`config.mk`:
```
export PLATFORM = sky130hd
export DESIGN_NAME = mm_timer
export DESIGN_NICKNAME = d
export VERILOG_FILES = /design/src/rtl/mmt_pkg.sv /design/src/rtl/mmt_rst_sync.sv /design/src/rtl/mmt_edge_det.sv /design/src/rtl/mmt_prescaler.sv /design/src/rtl/mmt_capture.sv /design/src/rtl/mm_timer.sv
export SDC_FILE = /design/constraint.sdc
export NUM_CORES = 1
export LEC_CHECK = 0
export CORE_UTILIZATION = 25
export DETAILED_ROUTE_END_ITERATION = 8
export PLACE_DENSITY_LB_ADDON = 0.08
export SLEW_MARGIN = 15
export SYNTH_ARGS = -nofsm -noshare
export SYNTH_HDL_FRONTEND = slang
export SYNTH_SLANG_ARGS = --single-unit
```
`constraint.sdc`:
```
create_clock -name clk -period 3.35 [get_ports clk]
set_clock_uncertainty 0.05 [all_clocks]
set_input_delay 0.67 -clock clk [delete_from_list [all_inputs] [get_ports clk]]
set_output_delay 0.67 -clock clk [all_outputs]
set_load 0.01 [all_outputs]
```
`src/rtl/mmt_pkg.sv`:
```
`timescale 1ns/1ps
package mmt_pkg;
  localparam int ADDR_W = 3;
  localparam logic [ADDR_W-1:0] A_CTRL  = 3'd0;
  localparam logic [ADDR_W-1:0] A_CNT   = 3'd1;
  localparam logic [ADDR_W-1:0] A_CMPA  = 3'd2;
  localparam logic [ADDR_W-1:0] A_CMPB  = 3'd3;
  localparam logic [ADDR_W-1:0] A_CAPT  = 3'd4;
  localparam logic [ADDR_W-1:0] A_FLAGS = 3'd5;

  localparam int FLG_W   = 4;
  localparam int FLG_OVF = 0;
  localparam int FLG_MA  = 1;
  localparam int FLG_MB  = 2;
  localparam int FLG_CAP = 3;

  typedef enum logic [1:0] {
    SRC_PRESC = 2'd0,
    SRC_EXT   = 2'd1,
    SRC_CASC  = 2'd2,
    SRC_HALT  = 2'd3
  } src_e;

  typedef struct packed {
    logic             pin_en;
    logic [FLG_W-1:0] irq_en;
    logic             pwm;
    logic [3:0]       div_sel;
    src_e             src;
    logic             run;
  } ctrl_t;

  localparam int CTRL_W = $bits(ctrl_t);
endpackage

```
`src/rtl/mmt_rst_sync.sv`:
```
`timescale 1ns/1ps
module mmt_rst_sync (
  input  logic clk,
  input  logic rst_n,
  output logic rst_n_s
);
  logic [1:0] stage_q;

  always_ff @(posedge clk or negedge rst_n) begin
    if (!rst_n) stage_q <= 2'b00;
    else        stage_q <= {stage_q[0], 1'b1};
  end

  assign rst_n_s = stage_q[1];
endmodule

```
`src/rtl/mmt_edge_det.sv`:
```
`timescale 1ns/1ps
module mmt_edge_det #(
  parameter int STAGES = 2
) (
  input  logic clk,
  input  logic rst_n,
  input  logic din,
  output logic pulse
);
  logic lvl;
  logic prev_q;

  generate
    if (STAGES == 0) begin : g_direct
      assign lvl = din;
    end else begin : g_sync
      logic [STAGES-1:0] sync_q;
      logic [STAGES-1:0] sync_d;
      always_comb sync_d = (sync_q << 1) | STAGES'(din);
      always_ff @(posedge clk or negedge rst_n) begin
        if (!rst_n) sync_q <= '0;
        else        sync_q <= sync_d;
      end
      assign lvl = sync_q[STAGES-1];
    end
  endgenerate

  always_ff @(posedge clk or negedge rst_n) begin
    if (!rst_n) prev_q <= 1'b0;
    else        prev_q <= lvl;
  end

  assign pulse = lvl & ~prev_q;

  // each level rise yields one single-cycle pulse
  a_r5_single_pulse: assert property (@(posedge clk) disable iff (!rst_n)
    pulse |=> !pulse);
endmodule

```
`src/rtl/mmt_prescaler.sv`:
```
`timescale 1ns/1ps
module mmt_prescaler #(
  parameter int PS_W = 7
) (
  input  logic       clk,
  input  logic       rst_n,
  input  logic       run,
  input  logic [3:0] sel,
  output logic       tick
);
  logic [PS_W-1:0] pcnt_q;
  logic [PS_W-1:0] pcnt_d;
  logic [PS_W-1:0] mask;

  always_comb begin
    mask   = ~({PS_W{1'b1}} << sel);
    pcnt_d = run ? pcnt_q + 1'b1 : '0;
    tick   = run & ((pcnt_q & mask) == mask);
  end

  always_ff @(posedge clk or negedge rst_n) begin
    if (!rst_n) pcnt_q <= '0;
    else        pcnt_q <= pcnt_d;
  end

  // a stopped prescaler restarts its phase from zero
  a_r12_phase_reset: assert property (@(posedge clk) disable iff (!rst_n)
    !run |=> pcnt_q == '0);
endmodule

```
`src/rtl/mmt_capture.sv`:
```
`timescale 1ns/1ps
module mmt_capture #(
  parameter int CNT_W       = 16,
  parameter int SYNC_STAGES = 2
) (
  input  logic             clk,
  input  logic             rst_n,
  input  logic             cap_i,
  input  logic [CNT_W-1:0] cnt_i,
  output logic [CNT_W-1:0] capt_o,
  output logic             evt_o
);
  logic             cap_pulse;
  logic [CNT_W-1:0] capt_q;
  logic [CNT_W-1:0] capt_d;

  mmt_edge_det #(.STAGES(SYNC_STAGES)) u_cap_edge (
    .clk   (clk),
    .rst_n (rst_n),
    .din   (cap_i),
    .pulse (cap_pulse)
  );

  always_comb capt_d = cap_pulse ? cnt_i : capt_q;

  always_ff @(posedge clk or negedge rst_n) begin
    if (!rst_n) capt_q <= '0;
    else        capt_q <= capt_d;
  end

  assign capt_o = capt_q;
  assign evt_o  = cap_pulse;

  // the captured value is the count seen on the event cycle
  a_r9_capture_value: assert property (@(posedge clk) disable iff (!rst_n)
    cap_pulse |=> capt_q == $past(cnt_i));
endmodule

```
`src/rtl/mm_timer.sv`:
```
`timescale 1ns/1ps
module mm_timer #(
  parameter int CNT_W         = 16,
  parameter int PRESC_MAX_DIV = 128,
  parameter bit HAS_CAPTURE   = 1'b1,
  parameter int SYNC_STAGES   = 2
) (
  input  logic                      clk,
  input  logic                      rst_n,
  input  logic                      wr_en,
  input  logic [mmt_pkg::ADDR_W-1:0] addr,
  input  logic [CNT_W-1:0]          wdata,
  output logic [CNT_W-1:0]          rd_data,
  input  logic                      ext_cnt_i,
  input  logic                      ext_cap_i,
  input  logic                      casc_i,
  output logic                      cmp_pin_o,
  output logic                      irq_o
);
  import mmt_pkg::*;

  localparam int PS_W = $clog2(PRESC_MAX_DIV);

  logic                rst_n_s;
  ctrl_t               ctrl_q, ctrl_d;
  logic [CNT_W-1:0]    cnt_q, cnt_d;
  logic [CNT_W-1:0]    cmpa_q, cmpa_d;
  logic [CNT_W-1:0]    cmpb_q, cmpb_d;
  logic [FLG_W-1:0]    flags_q, flags_d, flag_set, flag_clr;
  logic                tog_q, tog_d;
  logic [CNT_W-1:0]    capt_val;
  logic                cap_evt;
  logic                presc_tick, ext_pulse, casc_pulse;
  logic                src_pulse, tick;
  logic                ctrl_wr, cnt_wr, cmpa_wr, cmpb_wr, flag_wr;
  logic [CNT_W-1:0]    inc_val;
  logic                period_end;
  logic                ovf_evt, ma_evt, mb_evt;

  mmt_rst_sync u_rst (
    .clk     (clk),
    .rst_n   (rst_n),
    .rst_n_s (rst_n_s)
  );

  mmt_prescaler #(.PS_W(PS_W)) u_presc (
    .clk   (clk),
    .rst_n (rst_n_s),
    .run   (ctrl_q.run),
    .sel   (ctrl_q.div_sel),
    .tick  (presc_tick)
  );

  mmt_edge_det #(.STAGES(SYNC_STAGES)) u_ext_edge (
    .clk   (clk),
    .rst_n (rst_n_s),
    .din   (ext_cnt_i),
    .pulse (ext_pulse)
  );

  mmt_edge_det #(.STAGES(0)) u_casc_edge (
    .clk   (clk),
    .rst_n (rst_n_s),
    .din   (casc_i),
    .pulse (casc_pulse)
  );

  generate
    if (HAS_CAPTURE) begin : g_cap
      mmt_capture #(.CNT_W(CNT_W), .SYNC_STAGES(SYNC_STAGES)) u_cap (
        .clk    (clk),
        .rst_n  (rst_n_s),
        .cap_i  (ext_cap_i),
        .cnt_i  (cnt_q),
        .capt_o (capt_val),
        .evt_o  (cap_evt)
      );
    end else begin : g_nocap
      logic unused_cap;
      assign unused_cap = ext_cap_i;
      assign capt_val   = '0;
      assign cap_evt    = 1'b0;
    end
  endgenerate

  // write decode
  always_comb begin
    ctrl_wr = wr_en && (addr == A_CTRL);
    cnt_wr  = wr_en && (addr == A_CNT);
    cmpa_wr = wr_en && (addr == A_CMPA);
    cmpb_wr = wr_en && (addr == A_CMPB);
    flag_wr = wr_en && (addr == A_FLAGS);
  end

  // advance source selection
  always_comb begin
    unique case (ctrl_q.src)
      SRC_PRESC: src_pulse = presc_tick;
      SRC_EXT:   src_pulse = ext_pulse;
      SRC_CASC:  src_pulse = casc_pulse;
      default:   src_pulse = 1'b0;
    endcase
    tick = ctrl_q.run & src_pulse;
  end

  // count, events and pin next state
  always_comb begin
    period_end = ctrl_q.pwm && (cnt_q == cmpa_q);
    inc_val    = period_end ? '0 : cnt_q + 1'b1;

    ovf_evt = tick && !cnt_wr && (cnt_q == {CNT_W{1'b1}});
    ma_evt  = tick && !cnt_wr && (inc_val == cmpa_q);
    mb_evt  = tick && !cnt_wr && (inc_val == cmpb_q);

    if (cnt_wr)    cnt_d = wdata;
    else if (tick) cnt_d = inc_val;
    else           cnt_d = cnt_q;

    ctrl_d = ctrl_wr ? ctrl_t'(wdata[CTRL_W-1:0]) : ctrl_q;
    cmpa_d = cmpa_wr ? wdata : cmpa_q;
    cmpb_d = cmpb_wr ? wdata : cmpb_q;

    flag_set = '0;
    flag_set[FLG_OVF] = ovf_evt;
    flag_set[FLG_MA]  = ma_evt;
    flag_set[FLG_MB]  = mb_evt;
    flag_set[FLG_CAP] = cap_evt;
    flag_clr = flag_wr ? wdata[FLG_W-1:0] : '0;
    flags_d  = (flags_q & ~flag_clr) | flag_set;

    if (!ctrl_q.pin_en)              tog_d = 1'b0;
    else if (ma_evt && !ctrl_q.pwm)  tog_d = ~tog_q;
    else                             tog_d = tog_q;
  end

  always_ff @(posedge clk or negedge rst_n_s) begin
    if (!rst_n_s) begin
      ctrl_q  <= '0;
      cnt_q   <= '0;
      cmpa_q  <= '0;
      cmpb_q  <= '0;
      flags_q <= '0;
      tog_q   <= 1'b0;
    end else begin
      ctrl_q  <= ctrl_d;
      cnt_q   <= cnt_d;
      cmpa_q  <= cmpa_d;
      cmpb_q  <= cmpb_d;
      flags_q <= flags_d;
      tog_q   <= tog_d;
    end
  end

  // outputs
  always_comb begin
    if (ctrl_q.pwm) cmp_pin_o = ctrl_q.pin_en && (cnt_q < cmpb_q);
    else            cmp_pin_o = tog_q;
    irq_o = |(flags_q & ctrl_q.irq_en);
  end

  always_comb begin
    unique case (addr)
      A_CTRL:  rd_data = {{(CNT_W-CTRL_W){1'b0}}, ctrl_q};
      A_CNT:   rd_data = cnt_q;
      A_CMPA:  rd_data = cmpa_q;
      A_CMPB:  rd_data = cmpb_q;
      A_CAPT:  rd_data = capt_val;
      A_FLAGS: rd_data = {{(CNT_W-FLG_W){1'b0}}, flags_q};
      default: rd_data = '0;
    endcase
  end

  // wrap sets the overflow flag and lands on zero
  a_r4_wrap_flag: assert property (@(posedge clk) disable iff (!rst_n_s)
    (tick && !cnt_wr && (cnt_q == {CNT_W{1'b1}})) |=> (flags_q[FLG_OVF] && cnt_q == '0));

  // a set flag survives unless a 1 is written to it
  a_r11_sticky: assert property (@(posedge clk) disable iff (!rst_n_s)
    (flags_q[FLG_OVF] && !(flag_wr && wdata[FLG_OVF])) |=> flags_q[FLG_OVF]);

  // count write has priority
  a_r12_load: assert property (@(posedge clk) disable iff (!rst_n_s)
    cnt_wr |=> cnt_q == $past(wdata));

  // no advance, no change
  a_r12_hold: assert property (@(posedge clk) disable iff (!rst_n_s)
    (!tick && !cnt_wr) |=> $stable(cnt_q));

  // pin disabled outside PWM keeps the pin low
  a_r7_pin_off: assert property (@(posedge clk) disable iff (!rst_n_s)
    (!ctrl_q.pin_en && !ctrl_wr) |=> !cmp_pin_o);
endmodule

```
After elaboration in Yosys (flattened, before gate mapping)

Cells that the tools add are included.

$add $sub $neg: 2
Order comparisons: 1
Equality and inequality tests: 13
Shift operators: 1
Multiplexer cells: 10
Bitwise operators: 17
Reductions and logical operators: 18

Operators with widths:

| cell                  | number |
|---|---|
| $pmux 16 s6           | 1 |
| $eq 16x16->1          | 3 |
| $mux 16               | 3 |
| $add 16x1->16 const B | 1 |
| $eq 16x16->1 const B  | 1 |
| $lt 16x16->1          | 1 |
| $logic_and 1x1->1     | 12 |
| $and 4x4->4           | 2 |
| $add 7x1->7 const B   | 1 |
| $and 7x7->7           | 1 |
| $eq 7x7->1            | 1 |
| $mux 7                | 1 |
| $not 7->7             | 1 |
| $shl 7x4->7 const A   | 1 |
| $eq 3x2->1 const B    | 2 |
| $eq 3x3->1 const B    | 2 |
| $and 1x1->1           | 5 |
| $mux 4                | 1 |
| $not 1->1             | 4 |
| $not 4->4             | 1 |
| $or 2x1->2            | 2 |
| $or 4x4->4            | 1 |
| $reduce_or 4->1       | 1 |
| $eq 3x1->1 const B    | 1 |
| 9 further kinds       | 12 |

Flip-flop bits (word level): 98
Output and inout bits: 18
Word-level logic and storage cells: 81

Logic depth before layout (Yosys ltp)

Gate-level depths: netlist (run 1).

Depth in word-level cells: 12
Mapped depth: 11
Mapped depth without buffers: 10

Cells and area by module

Synthesis (run 1) repeated with hierarchy kept, for this count alone.

Cells, all modules: 637
Area total of the unflattened synthesis: 6406.1 µm²

Modules (own cells, without submodules):

| module                                     | times used | cells each | area an instance (µm²) |
|---|---|---|---|
| mm_timer                                   | 1          | 550        | 5114.9 |
| mmt_capture                                | 1          | 34         | 649.4 |
| mmt_prescaler                              | 1          | 40         | 371.6 |
| mmt_edge_det at g_cap.u_cap.u_cap_edge ... | 2          | 4          | 88.8 |
| mmt_rst_sync                               | 1          | 3          | 53.8 |
| mmt_edge_det at u_casc_edge                | 1          | 2          | 38.8 |

Least setup slack after synthesis (run 1)

No wires, ideal clock.

Path type: in2out
Start: input port addr[1] in the netlist's numbering
End: output port rd_data[10]
Arrival: 1.911 ns
Slack: 0.719 ns
Stages on the path: 5
Path buffers: 3
Cell sequence: clkbuf_1 > clkbuf_1 > clkbuf_1 > a31oi_1 > o22ai_1

Word-level cells in the longest chain between the ends: 2
Elaborated cells on any way between the ends: 7
Classes of those cells: eq/ne: 5; mux: 1; reduce/logical: 1

RTL lines:

| what                                     | line            | source |
|---|---|---|
| start: declaration                       | mm_timer.sv:11  | `input logic [mmt_pkg::ADDR_W-1:0] addr,` |
| $eq 3x3->1, or another cell as far along | mm_timer.sv:162 | `unique case (addr)` |
| $pmux 16 s6 (*)                          | mm_timer.sv:162 |  |
| end: declaration                         | mm_timer.sv:13  | `output logic [CNT_W-1:0] rd_data,` |

Every way passes the cells marked *; elsewhere a longest branch is shown, timed or not.

Worst setup path in the final report (run 1)

Start: input port addr[0] in the netlist's numbering
End: output port rd_data[12]

Same word-level chain as after synthesis.

==> results of run 1 <==
==> sequential cells by signal, summed over array words and instances, names as in the netlist <==
signal	cells
u_ext_edge.prev_q	1
cmpa_q	16
u_ext_edge.g_sync.sync_q	2
g_cap.u_cap.capt_o	16
u_rst.stage_q	2
flags_q	4
cnt_q	16
u_presc.pcnt_q	7
u_casc_edge.prev_q	1
ctrl_q	13
cmpb_q	16
tog_q	1
g_cap.u_cap.u_cap_edge.g_sync.sync_q	2
g_cap.u_cap.u_cap_edge.prev_q	1
==> per-stage QoR <==
step           utilization  setup WS [ns]
2_1_floorplan            -          0.368
3_3_place_gp         0.307        -0.0827
3_5_place_dp         0.307        -0.0521
4_1_cts              0.320        -0.0308
5_1_grt              0.322        -0.0271
6_report             0.322         0.0930
==> layout make-up <==
| class | instances | area [um^2] |
|---|---|---|
| fill | 2564 | 16600 |
| multi-input combinational | 473 | 3580 |
| sequential | 98 | 2460 |
| timing repair buffer | 115 | 1000 |
| tap | 324 | 405 |
| clock buffer | 11 | 233 |
| inverter | 27 | 101 |
| clock inverter | 5 | 87.6 |
==> layer usage <==
layer / share of wire / track usage / wire, um
met5: 0 / 0 / 0
met4: 0.017 / 0.0541 / 408
met3: 0.034 / 0.0232 / 802
met2: 0.45 / 0.293 / 10700
met1: 0.50 / 0.281 / 12000
==> cells in the mapped netlist, drive strengths merged, types with 7 or more instances <==
cell type,count
nor4,10
clkbuf,19
inv,26
ha,17
and2,7
mux2i,21
dfrtp,98
a211oi,8
nor2,45
a22oi,12
nor2b,7
o21ai,28
nand3,16
nand2,49
nor3,16
buf,18
xnor2,36
o22ai,12
a21oi,31
nand4,13
mux2,62
==> power by group <==
part	switching (mW)	internal (mW)	leakage, nW	total [mW]
Sequential	0.332	1.47	1.21	1.81
Clock	0.506	0.663	0.152	1.17
Combinational	1.40	1.12	1.90	2.53
Total	2.24	3.26	3.26	5.50
==> worst paths after layout <==
path / start / to / slack [ns] / depth (start not counted)
worst max register to register: cnt_q[1]$_DFFE_PN0P_ / tog_q$_DFFE_PN0P_ / 0.20 / 10
max in group asynchronous: u_rst.stage_q[1]$_DFF_PN0_ / flags_q[1]$_DFF_PN0_ / 2.05 / 1
worst max-delay path: addr[0] / rd_data[12] / 0.09 / 6
worst min register to register: u_ext_edge.g_sync.sync_q[0]$_DFF_PN0_ / u_ext_edge.g_sync.sync_q[1]$_DFF_PN0_ / 0.31 / 0
worst min-delay path: u_ext_edge.g_sync.sync_q[0]$_DFF_PN0_ / u_ext_edge.g_sync.sync_q[1]$_DFF_PN0_ / 0.31 / 0
min in group asynchronous: u_rst.stage_q[1]$_DFF_PN0_ / g_cap.u_cap.capt_o[7]$_DFFE_PN0P_ / 0.35 / 0
==> kinds of logic after synthesis <==
family | Yosys count | synth area share
muxes | 86 | 0.155
xor gates and xnor gates | 43 | 0.0633
DFF | 98 | 0.390
other | 1 | 0.000596
adders and majority gates | 17 | 0.0338
buffers and inverters | 64 | 0.0507
and+or+nand+nor | 187 | 0.159
AOI/OAI and AO/OA | 139 | 0.147
==> timing repair <==
action / 4_1_cts / 5_1_grt
pin swaps: 1 / 2
resized for setup: 10 / 12
hold endpoints to repair: 0 / 0
cloned: 0 / 0
setup endpoints to repair: 6 / 11
==> impl_metrics.csv, run 1 <==
group,metric,value,unit
run_status,status,"finished clean",
timing,finalHoldViolCount,0,
timing,period_share,0.972,
synthesis,yosys_register_bits,98,
floorplanning,initial_core_util,0.257,
routing,first_iter_violations,403,
cts,clkTransAtPathRegs,0.07,ns
routing,num_vias,5263,
routing,drc,0,
synthesis,synthArstFlopShare,1.00,
synthesis,synthFlopType,"dfrtp_1",
synthesis,synth.area.top_cells,"dfrtp_1, mux2_2, xnor2_1",
critical_path,crit_family,"buffers and inverters",
timing,setup_viol,0,
place,dpl.cell_count,1037,
routing,firstDrtPassIters,5,
hold_path,hold_path_class,"reg2reg",
cts,cts_tree,"done",
cts,post_cts_buffers,0,
critical_path,critPathMaxStageDelay,0.51,ns
job,drv_cap,0,
cells_and_area,syn_to_final_growth,25.1,%
cts,clock_latency,0.36,ns
place,routabilityCongestion,0.873,
cts,cts.sinks,98,
timing,max_freq,307,MHz
critical_path,crit_slowest_cell,"clkdlybuf4s50_1",
cts,cts_buffer_depth,2,
global_route,antenna_found_initial,0,
critical_path,crit_path_end_kind,"output pin",
routing,antenna_left,0,
synthesis,syn_inst,635,
power,total_power,5.50,mW
timing,slew-limit-headroom,0.475,
synthesis,synth_top_cell_area_share,0.390,
routing,avgViaCountPerCell,5.00,
cells_and_area,mostFrequentLayoutCell,"dfrtp_1",
floorplanning,core,0.0245,mm^2
timing,period_needed,3.26,ns
floorplanning,die_w,161,um
synthesis,synth_edf_count,0,
global_route,grt_overflow,0,
global_route,grt_pass1_wl,36200,um
synthesis,synth_seq_area_share,0.390,
power,peakVddDrop,0.319,mV
floorplanning,die-area,0.0258,mm^2
floorplanning,die_y,161,um
routing,wl_per_cell,22.6,um
synthesis,synth_cell_types,74,
synthesis,syn-cell-area,0.00629,mm^2
cells_and_area,final_cell_area,0.00787,mm^2
power,power-per-cell-area,699,mW/mm^2
cts,hold_buffers,0,
place,placed_area,0.00750,mm^2
critical_path,cp_common_cell,"clkdlybuf4s50_1",
global_route,grt_usage,0.192,
cells_and_area,final_cell_mix,"dfrtp_1, buf_4, mux2_2, nand2_1, nor2_1",
floorplanning,rows,57,
critical_path,worstSetupStartpointType,"input pin",
cells_and_area,fin_cells,1053,
critical_path,cp.buffers_inverters,4,
critical_path,arrival,2.54,ns
synthesis,syn_nets,677,
cts,root_buffer,"clkbuf_16",
synthesis,synth_area_per_cell,9.90,um^2
synthesis,synth_top_area_cell,"dfrtp_1",
global_route,grt_max_degree,56,
critical_path,worst-setup-path-type,"in2out",
critical_path,worstPathMaxFanout,14,
place,numPortBuffers,42,
timing,rsz0062_at_grt,"true",
timing,tightestPinTransition,0.787,ns
global_route,grt_pass1_vias,5502,
place,hpwl,18300,um
cells_and_area,nets,766,
timing,slew_viol_final,0,
routing,totalWireLength,23800,um
timing,fin_setup_tns,0,ns
synthesis,ys_warn_count,0,
cts,ctsHtreeMaxLevel,3,
floorplanning,pin_count,43,
cells_and_area,n_antenna_cell,0,
timing,hold_ws,0.308,ns
power,p_leak,3.26,nW
critical_path,cp_cell_sequence,"clkdlybuf4s50_1, buf_12, mux4_2, inv_1, o21ai_0, clkdlybuf4s50_1",
cells_and_area,layout-drive-gt1-share,0.259,
critical_path,crit_required,2.63,ns
cts,numCtsBuffers,9,
Power figures use the tool's default switching activity.
==> inputs of run 2 (changes only) <==
--- a/config.mk
+++ b/config.mk
@@ -6,6 +6,7 @@
 export NUM_CORES = 1
 export LEC_CHECK = 0
 export CORE_UTILIZATION = 25
+export CTS_CLUSTER_DIAMETER = 100
 export DETAILED_ROUTE_END_ITERATION = 8
 export PLACE_DENSITY_LB_ADDON = 0.08
 export SLEW_MARGIN = 15
==> results of run 2 <==
Same layout as run 1: the final DEF is identical, and so are final timing and power.
